===== src/rtl/mip_pkg.sv =====
package mip_pkg;

   typedef enum logic [1:0] {
      FK_IDLE = 2'b00,
      FK_END  = 2'b01,
      FK_BODY = 2'b10,
      FK_FULL = 2'b11
   } flit_kind_e;

   localparam int NDIR = 5;

   localparam logic [NDIR-1:0] DIR_LOCAL = 5'b00001;
   localparam logic [NDIR-1:0] DIR_WEST  = 5'b00010;
   localparam logic [NDIR-1:0] DIR_EAST  = 5'b00100;
   localparam logic [NDIR-1:0] DIR_SOUTH = 5'b01000;
   localparam logic [NDIR-1:0] DIR_NORTH = 5'b10000;

   localparam int KIND_W = 2;

endpackage


===== src/rtl/mip_flit_fifo.sv =====
module mip_flit_fifo #(
   parameter int W     = 32,
   parameter int DEPTH = 3,
   parameter int CNT_W = $clog2(DEPTH + 1)
) (
   input  logic             clk,
   input  logic             rst,
   input  logic             wr_en,
   input  logic [W-1:0]     wr_data,
   input  logic             rd_en,
   output logic [W-1:0]     rd_data,
   output logic             empty,
   output logic             full,
   output logic [CNT_W-1:0] count
);

   localparam int PTR_W = (DEPTH > 1) ? $clog2(DEPTH) : 1;
   localparam logic [PTR_W-1:0] LAST = PTR_W'(DEPTH - 1);
   localparam logic [CNT_W-1:0] CNT_MAX = CNT_W'(DEPTH);

   logic [W-1:0]     slot_q [DEPTH];
   logic [PTR_W-1:0] wr_ptr_q;
   logic [PTR_W-1:0] rd_ptr_q;
   logic [CNT_W-1:0] cnt_q;

   function automatic logic [PTR_W-1:0] ptr_next(input logic [PTR_W-1:0] p);
      return (p == LAST) ? '0 : p + PTR_W'(1);
   endfunction

   generate
      for (genvar i = 0; i < DEPTH; i++) begin : g_slot
         always_ff @(posedge clk) begin
            if (wr_en && (wr_ptr_q == PTR_W'(i))) begin
               slot_q[i] <= wr_data;
            end
         end
      end
   endgenerate

   always_ff @(posedge clk) begin
      if (rst) begin
         wr_ptr_q <= '0;
         rd_ptr_q <= '0;
         cnt_q    <= '0;
      end else begin
         if (wr_en) begin
            wr_ptr_q <= ptr_next(wr_ptr_q);
         end
         if (rd_en) begin
            rd_ptr_q <= ptr_next(rd_ptr_q);
         end
         case ({wr_en, rd_en})
            2'b10:   cnt_q <= cnt_q + CNT_W'(1);
            2'b01:   cnt_q <= cnt_q - CNT_W'(1);
            default: cnt_q <= cnt_q;
         endcase
      end
   end

   assign rd_data = slot_q[rd_ptr_q];
   assign empty   = (cnt_q == '0);
   assign full    = (cnt_q == CNT_MAX);
   assign count   = cnt_q;

endmodule


===== src/rtl/mip_xy_route.sv =====
module mip_xy_route
   import mip_pkg::*;
#(
   parameter int COORD_W = 2
) (
   input  logic [COORD_W-1:0] dst_x,
   input  logic [COORD_W-1:0] dst_y,
   input  logic [COORD_W-1:0] here_x,
   input  logic [COORD_W-1:0] here_y,
   output logic [NDIR-1:0]    dir
);

   always_comb begin
      if (dst_x < here_x) begin
         dir = DIR_WEST;
      end else if (dst_x > here_x) begin
         dir = DIR_EAST;
      end else if (dst_y < here_y) begin
         dir = DIR_SOUTH;
      end else if (dst_y > here_y) begin
         dir = DIR_NORTH;
      end else begin
         dir = DIR_LOCAL;
      end
   end

endmodule


===== src/rtl/mip_route_ctrl.sv =====
module mip_route_ctrl
   import mip_pkg::*;
#(
   parameter int COORD_W = 2
) (
   input  logic               clk,
   input  logic               rst,
   input  logic               head_valid,
   input  logic [KIND_W-1:0]  head_kind,
   input  logic [COORD_W-1:0] head_dx,
   input  logic [COORD_W-1:0] head_dy,
   input  logic [COORD_W-1:0] own_x,
   input  logic [COORD_W-1:0] own_y,
   input  logic [NDIR-1:0]    grant,
   output logic [NDIR-1:0]    req,
   output logic               release_flit
);

   logic [NDIR-1:0] fresh_dir;
   logic [NDIR-1:0] held_dir_q;
   logic            held_q;
   logic [NDIR-1:0] cur_dir;
   flit_kind_e      kind;
   logic            closes_pkt;

   mip_xy_route #(.COORD_W(COORD_W)) u_xy (
      .dst_x  (head_dx),
      .dst_y  (head_dy),
      .here_x (own_x),
      .here_y (own_y),
      .dir    (fresh_dir)
   );

   assign kind         = flit_kind_e'(head_kind);
   assign closes_pkt   = (kind == FK_END) || (kind == FK_FULL);
   assign cur_dir      = held_q ? held_dir_q : fresh_dir;
   assign req          = head_valid ? cur_dir : '0;
   assign release_flit = |(req & grant);

   always_ff @(posedge clk) begin
      if (rst) begin
         held_q     <= 1'b0;
         held_dir_q <= '0;
      end else if (release_flit) begin
         if (closes_pkt) begin
            held_q <= 1'b0;
         end else if (!held_q) begin
            held_q     <= 1'b1;
            held_dir_q <= fresh_dir;
         end
      end
   end

endmodule


===== src/rtl/mesh_in_port.sv =====
module mesh_in_port
   import mip_pkg::*;
#(
   parameter int FLIT_W  = 32,
   parameter int DEPTH   = 3,
   parameter int COORD_W = 2,
   parameter int CRED_W  = 3
) (
   input  logic               clk,
   input  logic               rst,
   input  logic [COORD_W-1:0] own_x,
   input  logic [COORD_W-1:0] own_y,
   input  logic               up_req,
   input  logic [FLIT_W-1:0]  up_flit,
   output logic               up_ack,
   output logic [CRED_W-1:0]  up_credit,
   output logic [4:0]         sw_req,
   output logic [FLIT_W-1:0]  sw_flit,
   input  logic [4:0]         sw_grant
);

   localparam int CNT_W  = $clog2(DEPTH + 1);
   localparam int DX_LSB = KIND_W;
   localparam int DY_LSB = KIND_W + COORD_W;

   generate
      if (DEPTH < 1) begin : g_bad_depth
         initial $error("mesh_in_port: DEPTH must be at least 1");
      end
      if (FLIT_W < KIND_W + 2 * COORD_W) begin : g_bad_width
         initial $error("mesh_in_port: FLIT_W too small for kind and coordinates");
      end
      if (CRED_W < CNT_W) begin : g_bad_cred
         initial $error("mesh_in_port: CRED_W cannot hold DEPTH");
      end
   endgenerate

   logic              ack_q;
   logic              take;
   logic              wr_en;
   logic              rd_en;
   logic              q_empty;
   logic              q_full;
   logic [CNT_W-1:0]  q_count;
   logic [FLIT_W-1:0] head;
   flit_kind_e        in_kind;

   assign in_kind = flit_kind_e'(up_flit[KIND_W-1:0]);
   assign take    = up_req && !ack_q && !q_full;
   assign wr_en   = take && (in_kind != FK_IDLE);

   always_ff @(posedge clk) begin
      if (rst) begin
         ack_q <= 1'b0;
      end else if (ack_q && !up_req) begin
         ack_q <= 1'b0;
      end else if (take) begin
         ack_q <= 1'b1;
      end
   end

   mip_flit_fifo #(
      .W     (FLIT_W),
      .DEPTH (DEPTH),
      .CNT_W (CNT_W)
   ) u_q (
      .clk     (clk),
      .rst     (rst),
      .wr_en   (wr_en),
      .wr_data (up_flit),
      .rd_en   (rd_en),
      .rd_data (head),
      .empty   (q_empty),
      .full    (q_full),
      .count   (q_count)
   );

   mip_route_ctrl #(.COORD_W(COORD_W)) u_rt (
      .clk          (clk),
      .rst          (rst),
      .head_valid   (!q_empty),
      .head_kind    (head[KIND_W-1:0]),
      .head_dx      (head[DX_LSB +: COORD_W]),
      .head_dy      (head[DY_LSB +: COORD_W]),
      .own_x        (own_x),
      .own_y        (own_y),
      .grant        (sw_grant),
      .req          (sw_req),
      .release_flit (rd_en)
   );

   assign up_ack    = ack_q;
   assign up_credit = CRED_W'(DEPTH) - CRED_W'(q_count);
   assign sw_flit   = head;

endmodule


===== config.mk =====
export PLATFORM = sky130hd
export DESIGN_NAME = mesh_in_port
export DESIGN_NICKNAME = d
export VERILOG_FILES = /design/src/rtl/mip_pkg.sv /design/src/rtl/mip_flit_fifo.sv /design/src/rtl/mip_xy_route.sv /design/src/rtl/mip_route_ctrl.sv /design/src/rtl/mesh_in_port.sv
export SDC_FILE = /design/constraint.sdc
export NUM_CORES = 1
export LEC_CHECK = 0
export CAP_MARGIN = 20
export CORE_AREA = 2 2 93 95
export DETAILED_ROUTE_END_ITERATION = 10
export DIE_AREA = 0 0 95 97
export PLACE_DENSITY = 0.83
export SETUP_SLACK_MARGIN = 0.15
export SYNTH_ARGS = -nofsm -noshare
export SYNTH_HDL_FRONTEND = slang
export SYNTH_SLANG_ARGS = --single-unit
export TNS_END_PERCENT = 50

===== constraint.sdc =====
create_clock -name clk -period 10.1 [get_ports clk]
set_clock_uncertainty 0.15 [all_clocks]
set_input_delay 1.515 -clock clk [delete_from_list [all_inputs] [get_ports clk]]
set_output_delay 1.515 -clock clk [all_outputs]
set_load 0.05 [all_outputs]

Yosys cells after proc, flatten, opt, wreduce, memory -nomap -nowiden --
Memories as Yosys holds them, arrays and structs flattened. A register that Yosys moved wholly into a read port is not among the register bits. Cells that the tools add are included.
Word-level totals: flip-flop bits (word level) 13, RAM bits 96, bits of input ports 44, output and inout bits 41, word-level logic and storage cells 70, memories 1
Cells by class: add/subtract/negate cells 5, magnitude comparators 4, eq/ne operators 8, multiplexer cells 24, bitwise gates (word level) 2, reductions and logical operators 20
Memory list:
- u_q.slot_q | depth 3, bits a word 32, read ports 1, clocked after Yosys merged registers in 1, wr ports 1, RTL line mip_flit_fifo.sv:21 | logic [W-1:0] slot_q [DEPTH];
Operators by type and width (number):
- two-way mux 32 bit | 2
- OR reduction 32 bit | 2
- two-way mux 5 bit | 6
- two-way mux 2 bit | 6
- == test 2 bit (second input constant) | 5
- two-way mux 1 bit | 9
- logical AND 1 bit | 7
- adder 2 x 1 -> 2 bit (second input constant) | 3
- == test 2 x 1 -> 1 bit (second input constant) | 3
- AND 5 bit | 1
- OR reduction 5 bit | 1
- > comparator 2 bit | 2
- logical NOT 2 bit | 2
- less-than comparator 2 bit | 2
- case mux 2 bit (2 select lines) | 1
- nonzero test 2 bit | 2
- logical NOT 1 bit | 3
- subtractor 2 x 2 -> 3 bit (first input constant) | 1
- AND reduction 2 bit | 1
- OR reduction 2 bit | 1
- subtractor 2 x 1 -> 2 bit (second input constant) | 1
- logical OR 1 bit | 1
- inverter 1 bit | 1

Depth between registers and ports, before layout --
Gate-level depths: netlist of the first run.
depth after elaboration 11, depth in mapped cells 14, depth with buffers taken out 12

By module --
A second synthesis of the first run with hierarchy kept.
Second synthesis, totals: cell total of the unflattened synthesis 331, area, all modules 4609.4 sq um
By module, submodules not included:
- mip_flit_fifo | instances 1, cells each 237, area each 3851.2 sq um, seq. area each 3042.9 sq um
- mip_route_ctrl | instances 1, cells each 64, area each 520.5 sq um, seq. area each 120.1 sq um
- mip_xy_route | instances 1, cells each 20, area each 157.7 sq um, seq. area each 0.0 sq um
- mesh_in_port | instances 1, cells each 10, area each 80.1 sq um, seq. area each 20.0 sq um

Worst setup path after synthesis of the first run --
No wires, ideal clock.
path type register to output, start point reg with a tool-made name, end point out sw_req[3], arrival time 3.780 ns, data required time 8.435 ns, setup slack 4.655 ns, stages on the path, launching flop included 9, buffers on the path 2, path through dfxtp_1 clkbuf_1 buf_1 mux2i_1 o21ai_0 ha_1 or2b_1 nand4_1 a21oi_1
RTL lines:
- to (decl) | RTL line mesh_in_port.sv:17 | output logic [4:0] sw_req,

Worst setup path after layout of the first run --
start point in own_x[1], end point out sw_req[0]
Between the ends: cells in the longest elaborated chain, start to end 5, elaborated cells between the ends (all ways) 6, those cells by class order compare: 2; mux: 4
RTL lines:
- from (decl) | RTL line mesh_in_port.sv:11 | input logic [COORD_W-1:0] own_x,
- > comparator 2 bit | RTL line mip_xy_route.sv:16 | end else if (dst_x > here_x) begin
- two-way mux 5 bit | RTL line mip_xy_route.sv:16
- two-way mux 5 bit * | RTL line mip_xy_route.sv:14 | if (dst_x < here_x) begin
- two-way mux 5 bit *
- two-way mux 5 bit * | RTL line mip_route_ctrl.sv:37 | assign req = head_valid ? cur_dir : '0;
Mark *: on every way between the ends. The rest lies on a longest branch, timed or not.

==> metrics.txt, run 1 <==
# TYPE chip_impl_metric gauge
chip_impl_info{name="status",value="complete, no violations"} 1
chip_impl_info{name="yosys-top-cells-count",value="edfxtp_1, nand2_1, mux2i_1, o21ai_0, dfxtp_1"} 1
chip_impl_metric{name="synth_edf_count",unit=""} 96
chip_impl_metric{name="worst_path_arrival",unit="ps"} 3900
chip_impl_info{name="timing.critical_path.from_type",value="input port"} 1
chip_impl_metric{name="crit_path_max_fanout",unit=""} 4
chip_impl_metric{name="total_leakage_power",unit="nW"} 1.808
chip_impl_metric{name="antennaDiodeCount",unit=""} 0
chip_impl_metric{name="vias",unit=""} 2707
chip_impl_metric{name="syn2layout_area_growth",unit="%"} 25.20
chip_impl_metric{name="dr_drc_count",unit=""} 0
chip_impl_metric{name="place_worst_setup_slack",unit="ps"} 4535
chip_impl_metric{name="period_share",unit="%"} 55.13
chip_impl_metric{name="via_per_inst",unit=""} 5.339
chip_impl_info{name="post-synth-top-count-cell",value="edfxtp_1"} 1
chip_impl_metric{name="yosysWarningCount",unit=""} 0
chip_impl_metric{name="ys_seq_area_share",unit="%"} 71.22
chip_impl_metric{name="synth_fp_nets",unit=""} 363
chip_impl_info{name="synth.largest_area_cell",value="edfxtp_1"} 1
chip_impl_metric{name="achievable-frequency",unit="GHz"} 0.1796
chip_impl_metric{name="worst_slack",unit="ps"} 4532
chip_impl_metric{name="relSlewSlack",unit="%"} 31.49
chip_impl_info{name="worst_path_max_delay_cell",value="clkdlybuf4s50_1"} 1
chip_impl_metric{name="htree_levels",unit=""} 3
chip_impl_metric{name="syn_area_per_cell",unit="um^2"} 14.23
chip_impl_metric{name="postSynth.asyncResetShare",unit="%"} 0
chip_impl_metric{name="max-vdd-ir-drop",unit="uV"} 182.0
chip_impl_metric{name="yosysUniqueCellTypes",unit=""} 45
chip_impl_info{name="cp_common_cell",value="clkdlybuf4s50_1"} 1
chip_impl_metric{name="route.antenna.remaining_nets",unit=""} 0
chip_impl_metric{name="insertion_delay",unit="ps"} 360
chip_impl_metric{name="post-route-util",unit="%"} 68.79
chip_impl_metric{name="reg2reg_slack",unit="ps"} 6010
chip_impl_metric{name="drive_gt1_share",unit="%"} 8.458
chip_impl_metric{name="grt_util_all_layers",unit="%"} 19.00
chip_impl_metric{name="max-clock-path-buffers",unit=""} 2
chip_impl_metric{name="filler_cell_count",unit=""} 569
chip_impl_metric{name="drt_iter0_drc",unit=""} 118
chip_impl_info{name="hold_path.class",value="reg2reg"} 1
chip_impl_info{name="synth.top_cells.by_area",value="edfxtp_1, mux2i_1, dfxtp_1"} 1
chip_impl_info{name="critical_path_class",value="in2out"} 1
chip_impl_metric{name="total_design_power",unit="mW"} 1.264
chip_impl_metric{name="total_neg_setup_slack",unit="ps"} 0
chip_impl_metric{name="overflow",unit=""} 0
chip_impl_metric{name="grt_start_max_net_pins",unit=""} 65
chip_impl_metric{name="die_area",unit="um^2"} 9215
chip_impl_metric{name="floorplan.die.width",unit="um"} 95
chip_impl_metric{name="post-route-min-period",unit="ps"} 5568
chip_impl_metric{name="place.detailed.hpwl",unit="um"} 5357
chip_impl_metric{name="synth_largest_type_area_fraction",unit="%"} 64.50
chip_impl_metric{name="detailedRoute.firstPassIterationCount",unit=""} 5
chip_impl_metric{name="drt-wirelength-per-cell",unit="um"} 16.30
chip_impl_metric{name="core",unit="um^2"} 8134
chip_impl_metric{name="synth_seq_cells",unit=""} 111
chip_impl_metric{name="synthesis.area",unit="um^2"} 4469
chip_impl_metric{name="initial_standard_cell_utilization_of_the_core",unit="%"} 54.95
chip_impl_metric{name="cts_repair_resize_count",unit=""} 0
chip_impl_info{name="crit_path_cell_trace",value="clkdlybuf4s50_1, inv_1, ha_1, and2_1, o2111ai_1, o31ai_4, clkdlybuf4s50_1"} 1
chip_impl_metric{name="post_cts_buffers",unit=""} 0
chip_impl_metric{name="grt_pass1_wl",unit="um"} 13160
chip_impl_metric{name="cts_hold_buf",unit=""} 0
chip_impl_metric{name="gp_routability_congestion",unit=""} 0.8389
chip_impl_metric{name="ios",unit=""} 85
chip_impl_info{name="rsz0062_at_grt",value="no"} 1
chip_impl_metric{name="grt_antenna_before_repair",unit=""} 0
chip_impl_metric{name="postSynthCellCount",unit=""} 314
chip_impl_info{name="worst_setup_path_end_kind",value="output port"} 1
chip_impl_metric{name="report.final.slew_viol_count",unit=""} 0
chip_impl_metric{name="die_height",unit="um"} 97
chip_impl_info{name="tritoncts",value="built"} 1
chip_impl_metric{name="fp-row-count",unit=""} 33
chip_impl_metric{name="layout.nets",unit=""} 446
chip_impl_metric{name="routed_wl",unit="um"} 8265
chip_impl_metric{name="clk_pin_slew_worst_paths",unit="ps"} 100
chip_impl_metric{name="cts.sink_count",unit=""} 111
chip_impl_metric{name="number_of_global_route_vias_before_repair",unit=""} 2750
chip_impl_info{name="synth_ff_type",value="edfxtp_1"} 1
chip_impl_metric{name="tightestPinTransition",unit="ps"} 1028
chip_impl_metric{name="cts_made_buffers",unit=""} 9
chip_impl_metric{name="timing.critical_path.slowest_cell_delay",unit="ps"} 860
chip_impl_metric{name="cp.required",unit="ps"} 8440
chip_impl_info{name="clock-root-buffer",value="clkbuf_8"} 1
chip_impl_metric{name="hold_viol",unit=""} 0
chip_impl_metric{name="max-cap-violations",unit=""} 0
chip_impl_metric{name="finalSetupViolations",unit=""} 0
chip_impl_metric{name="port-buffer-count",unit=""} 83
chip_impl_metric{name="power-per-cell-area",unit="nW/um^2"} 225.8
[cell usage in the layout, fill, tap and decap left out, types with 3 or more instances in the layout]
master	synthesis	layout
a21oi_1	7	7
buf_4	1	3
clkbuf_8	0	9
clkdlybuf4s50_1	0	83
dfxtp_1	15	13
edfxtp_1	96	96
ha_1	5	5
inv_1	10	10
inv_6	0	3
mux2i_1	33	33
nand2_1	42	42
nand3_1	5	5
nor2_1	11	11
nor2b_1	3	3
o21ai_0	33	33
[area by class of cell]
type	instances	area (um^2)	area share (%)
tap	105	131.4	2.348
sequential	111	3186	56.93
multi-input combinational	178	1201	21.47
inverter	11	41.29	0.7379
timing repair buffer	86	853.3	15.25
clock inverter	7	58.81	1.051
clock buffer	9	123.9	2.214
[cell families (layout without fill, tap and decap cells)]
family / after synthesis / after routing / synth area share, %
multiplexers: 35 / 35 / 8.063
XOR/XNOR: 2 / 2 / 0.3920
other: 1 / 1 / 0.08391
AND/OR/NAND/NOR: 74 / 74 / 7.503
AO/OA/AOI/OAI: 61 / 61 / 9.099
adder cells (fa/ha/maj): 5 / 5 / 1.400
flip-flops: 111 / 111 / 71.22
buffers and inverters: 25 / 113 / 2.240
[flip-flops by register name, indices dropped and copies added, names as in the netlist, named ones only]
name,flops
u_q.slot_q,96
up_ack,1
u_rt.held_q,1
u_q.count,2
u_rt.held_dir_q,5
u_q.rd_ptr_q,2
u_q.wr_ptr_q,2
[stage by stage]
step	hold slack, ps	std cells	area (um^2)
floorplan	291.9	314	4469
global placement	304.8	491	5413
detailed placement	313.4	491	5413
CTS	328.9	507	5595
global route	355.9	507	5595
finish	331.0	507	5595
[worst max-delay path: cells and delay by family]
family,cells,cell delay [ps]
and+or+nand+nor,1,190
adders and majority gates,1,280
buffers and inverters,3,1360
AOI/OAI and AO/OA,2,560
[power breakdown]
| group | total (mW) | leakage, nW | internal, mW | switching, mW |
|---|---|---|---|---|
| combinational | 0.446 | 0.714 | 0.166 | 0.280 |
| clock | 0.247 | 0.0942 | 0.0943 | 0.152 |
| sequential | 0.571 | 1.00 | 0.528 | 0.0423 |
[worst paths after layout]
path                                         start            endpoint  cells after the start
worst max register to register           flip-flop        u_q.count[1]                     11
worst min-delay path            u_rt.held_dir_q[4]  u_rt.held_dir_q[4]                      2
worst min register to register  u_rt.held_dir_q[4]  u_rt.held_dir_q[4]                      2
worst max-delay path                      own_x[1]           sw_req[0]                      7
[routing by layer]
metal	track usage (%)	wire [um]
met1	22.10	3411
met2	33.01	4387
met3	3.271	261
met4	10.03	205
met5	0	0
Note: power is estimated with default switching activity, not from simulation.
==> run 2: changes to the inputs <==
--- a/config.mk
+++ b/config.mk
@@ -6,10 +6,10 @@
 export NUM_CORES = 1
 export LEC_CHECK = 0
 export CAP_MARGIN = 20
-export CORE_AREA = 2 2 93 95
+export CORE_AREA = 2 2 96 98
 export DETAILED_ROUTE_END_ITERATION = 10
-export DIE_AREA = 0 0 95 97
-export PLACE_DENSITY = 0.83
+export DIE_AREA = 0 0 98 100
+export PLACE_DENSITY = 0.79
 export SETUP_SLACK_MARGIN = 0.15
 export SYNTH_ARGS = -nofsm -noshare
 export SYNTH_HDL_FRONTEND = slang
==> constraint.sdc (replaced) <==
create_clock -name clk -period 5.2 [get_ports clk]
set_clock_uncertainty 0.15 [all_clocks]
set_input_delay 0.78 -clock clk [delete_from_list [all_inputs] [get_ports clk]]
set_output_delay 0.78 -clock clk [all_outputs]
set_load 0.05 [all_outputs]
==> run 2 against run 1 <==
Against the previous run: clock power up 100%; clock-buffer cell count is 1 higher; critical path depth stayed put.
==> metrics.txt, run 2 (synthesis gave the netlist of run 1 again) <==
# TYPE chip_impl_metric gauge
chip_impl_metric{name="ios",unit=""} 85
chip_impl_info{name="hold_path.class",value="reg2reg"} 1
chip_impl_metric{name="r2r_cells",unit=""} 12
chip_impl_metric{name="floorplan.die.width",unit="um"} 98
chip_impl_metric{name="die_height",unit="um"} 100
chip_impl_metric{name="die_area",unit="um^2"} 9800
chip_impl_metric{name="cts.sink_count",unit=""} 111
chip_impl_metric{name="place.detailed.hpwl",unit="um"} 5303
chip_impl_metric{name="detailedRoute.firstPassIterationCount",unit=""} 4
chip_impl_metric{name="max-vdd-ir-drop",unit="uV"} 265.8
chip_impl_metric{name="port-buffer-count",unit=""} 83
chip_impl_metric{name="overflow",unit=""} 0
chip_impl_metric{name="finalSetupViolations",unit=""} 0
chip_impl_metric{name="cts_repair_resize_count",unit=""} 0
chip_impl_info{name="tritoncts",value="built"} 1
chip_impl_metric{name="report.final.slew_viol_count",unit=""} 0
chip_impl_metric{name="placed_area",unit="um^2"} 5435
chip_impl_info{name="status",value="complete, no violations"} 1
chip_impl_metric{name="syn2layout_area_growth",unit="%"} 26.20
chip_impl_info{name="largestRegisters",value="u_q.slot_q: 96 flops, u_rt.held_dir_q: 5 flops"} 1
chip_impl_metric{name="via_per_inst",unit=""} 5.264
chip_impl_metric{name="drt-wirelength-per-cell",unit="um"} 15.54
chip_impl_metric{name="hold_viol",unit=""} 0
chip_impl_info{name="layout_commonest_cell",value="edfxtp_1"} 1
chip_impl_metric{name="fp-row-count",unit=""} 35
chip_impl_metric{name="cts_hold_buf",unit=""} 0
chip_impl_metric{name="relSlewSlack",unit="%"} 52.79
chip_impl_metric{name="post_cts_buffers",unit=""} 0
chip_impl_metric{name="filler_cell_count",unit=""} 670
chip_impl_metric{name="fin_area",unit="um^2"} 5640
chip_impl_metric{name="worst_path_arrival",unit="ps"} 3550
chip_impl_info{name="timing.critical_path.from_type",value="flip-flop"} 1
chip_impl_metric{name="largest_register_ffs",unit=""} 96
chip_impl_metric{name="total_leakage_power",unit="nW"} 1.824
chip_impl_metric{name="insertion_delay",unit="ps"} 350
chip_impl_metric{name="grt_util_all_layers",unit="%"} 16.77
chip_impl_metric{name="gp_routability_congestion",unit=""} 0.8600
chip_impl_metric{name="grt_start_max_net_pins",unit=""} 41
chip_impl_metric{name="vias",unit=""} 2711
chip_impl_metric{name="hold-path-cell-count",unit=""} 2
chip_impl_metric{name="multi_input_area",unit="um^2"} 1201
chip_impl_metric{name="max-cap-violations",unit=""} 0
chip_impl_metric{name="tightestPinTransition",unit="ps"} 707.4
chip_impl_info{name="most-common-layout-cells",value="edfxtp_1, clkdlybuf4s50_1, nand2_1"} 1
chip_impl_metric{name="max-clock-path-buffers",unit=""} 2
chip_impl_metric{name="drt_iter0_drc",unit=""} 181
chip_impl_metric{name="layout.nets",unit=""} 448
chip_impl_metric{name="power-per-cell-area",unit="nW/um^2"} 440.5
chip_impl_metric{name="cts_made_buffers",unit=""} 9
chip_impl_metric{name="grt_pass1_wl",unit="um"} 12710
chip_impl_metric{name="dr_drc_count",unit=""} 0
chip_impl_metric{name="core",unit="um^2"} 8890
chip_impl_info{name="worst_setup_path_end_kind",value="output port"} 1
chip_impl_metric{name="period_share",unit="%"} 86.07
chip_impl_metric{name="post-route-min-period",unit="ps"} 4476
chip_impl_metric{name="route.antenna.remaining_nets",unit=""} 0
chip_impl_metric{name="number_of_global_route_vias_before_repair",unit=""} 2632
chip_impl_metric{name="clk_pin_slew_worst_paths",unit="ps"} 90
chip_impl_metric{name="crit_path_max_fanout",unit=""} 21
chip_impl_metric{name="cp.required",unit="ps"} 4270
chip_impl_metric{name="achievable-frequency",unit="GHz"} 0.2234
chip_impl_info{name="critical_path_class",value="reg2out"} 1
chip_impl_metric{name="total_design_power",unit="mW"} 2.485
chip_impl_metric{name="htree_levels",unit=""} 3
chip_impl_info{name="clock-root-buffer",value="clkbuf_8"} 1
chip_impl_metric{name="routed_wl",unit="um"} 8004
chip_impl_metric{name="register_area",unit="um^2"} 3186
chip_impl_info{name="register_with_the_highest_flop_count",value="u_q.slot_q"} 1
chip_impl_metric{name="drive_gt1_share",unit="%"} 9.158
chip_impl_metric{name="total_neg_setup_slack",unit="ps"} 0
chip_impl_metric{name="initial_standard_cell_utilization_of_the_core",unit="%"} 50.27
chip_impl_metric{name="grt_antenna_before_repair",unit=""} 0
chip_impl_info{name="rsz0062_at_grt",value="no"} 1
chip_impl_metric{name="antennaDiodeCount",unit=""} 0
[run 2: cell types whose count changed in the layout (fill, tap and decap cells not counted), sizes merged]
cell      delta
clkinvlp     +2
buf          +2
clkbuf       +1
inv          -3
bufinv       +1
clkinv       -1
[run 2: layout make-up]
class | count | share of cell area, %
Sequential cell | 111 | 56.48
Clock inverter | 6 | 1.198
Inverter | 11 | 0.7320
Timing Repair Buffer | 88 | 15.39
Tap cell | 111 | 2.462
Clock buffer | 10 | 2.440
Multi-Input combinational cell | 178 | 21.30
[run 2: critical path, cell delays in order (launching register included)]
cell             delay (ps)
dfxtp_2                 780
mux2i_1                 260
o21ai_0                 190
ha_1                    400
nor2b_4                 150
o2111ai_1               210
o31ai_4                 310
clkdlybuf4s50_1         870
[run 2: per-stage QoR]
stage               std cells  utilization (%)  hold WS (ps)  worst slack [ps]
finish                    515            63.45         315.0             724.1
global route              515            63.45         332.0             481.5
CTS                       515            63.45         316.2             679.3
detailed placement        499            61.14         302.6              1089
global placement          499            61.14         304.9              1147
floorplan                 314                -         291.9             360.3
[run 2: power breakdown]
part / switching, mW / leakage [nW] / internal [mW]
clock network: 0.268 / 0.0989 / 0.237
logic: 0.564 / 0.725 / 0.324
registers: 0.0651 / 1.00 / 1.03
total: 0.897 / 1.82 / 1.59
[run 2: worst paths after layout]
check / from / to / slack, ps
max: flip-flop / sw_req[0] / 720
min: u_rt.held_dir_q[4] / u_rt.held_dir_q[4] / 320
max reg2reg: flip-flop / u_q.count[1] / 1220
min reg2reg: u_rt.held_dir_q[4] / u_rt.held_dir_q[4] / 320
[run 2: per-layer routing]
| layer | up-vias | track usage, % | share of wire (%) | routed length [um] |
|---|---|---|---|---|
| met4 | 0 | 5.876 | 0.69 | 55 |
| met2 | 78 | 28.93 | 52 | 4130 |
| met1 | 1302 | 21.27 | 43 | 3462 |
| li1 | 1327 | - | - | - |
| met5 | - | 0 | 0 | 0 |
| met3 | 4 | 3.482 | 4.4 | 356 |
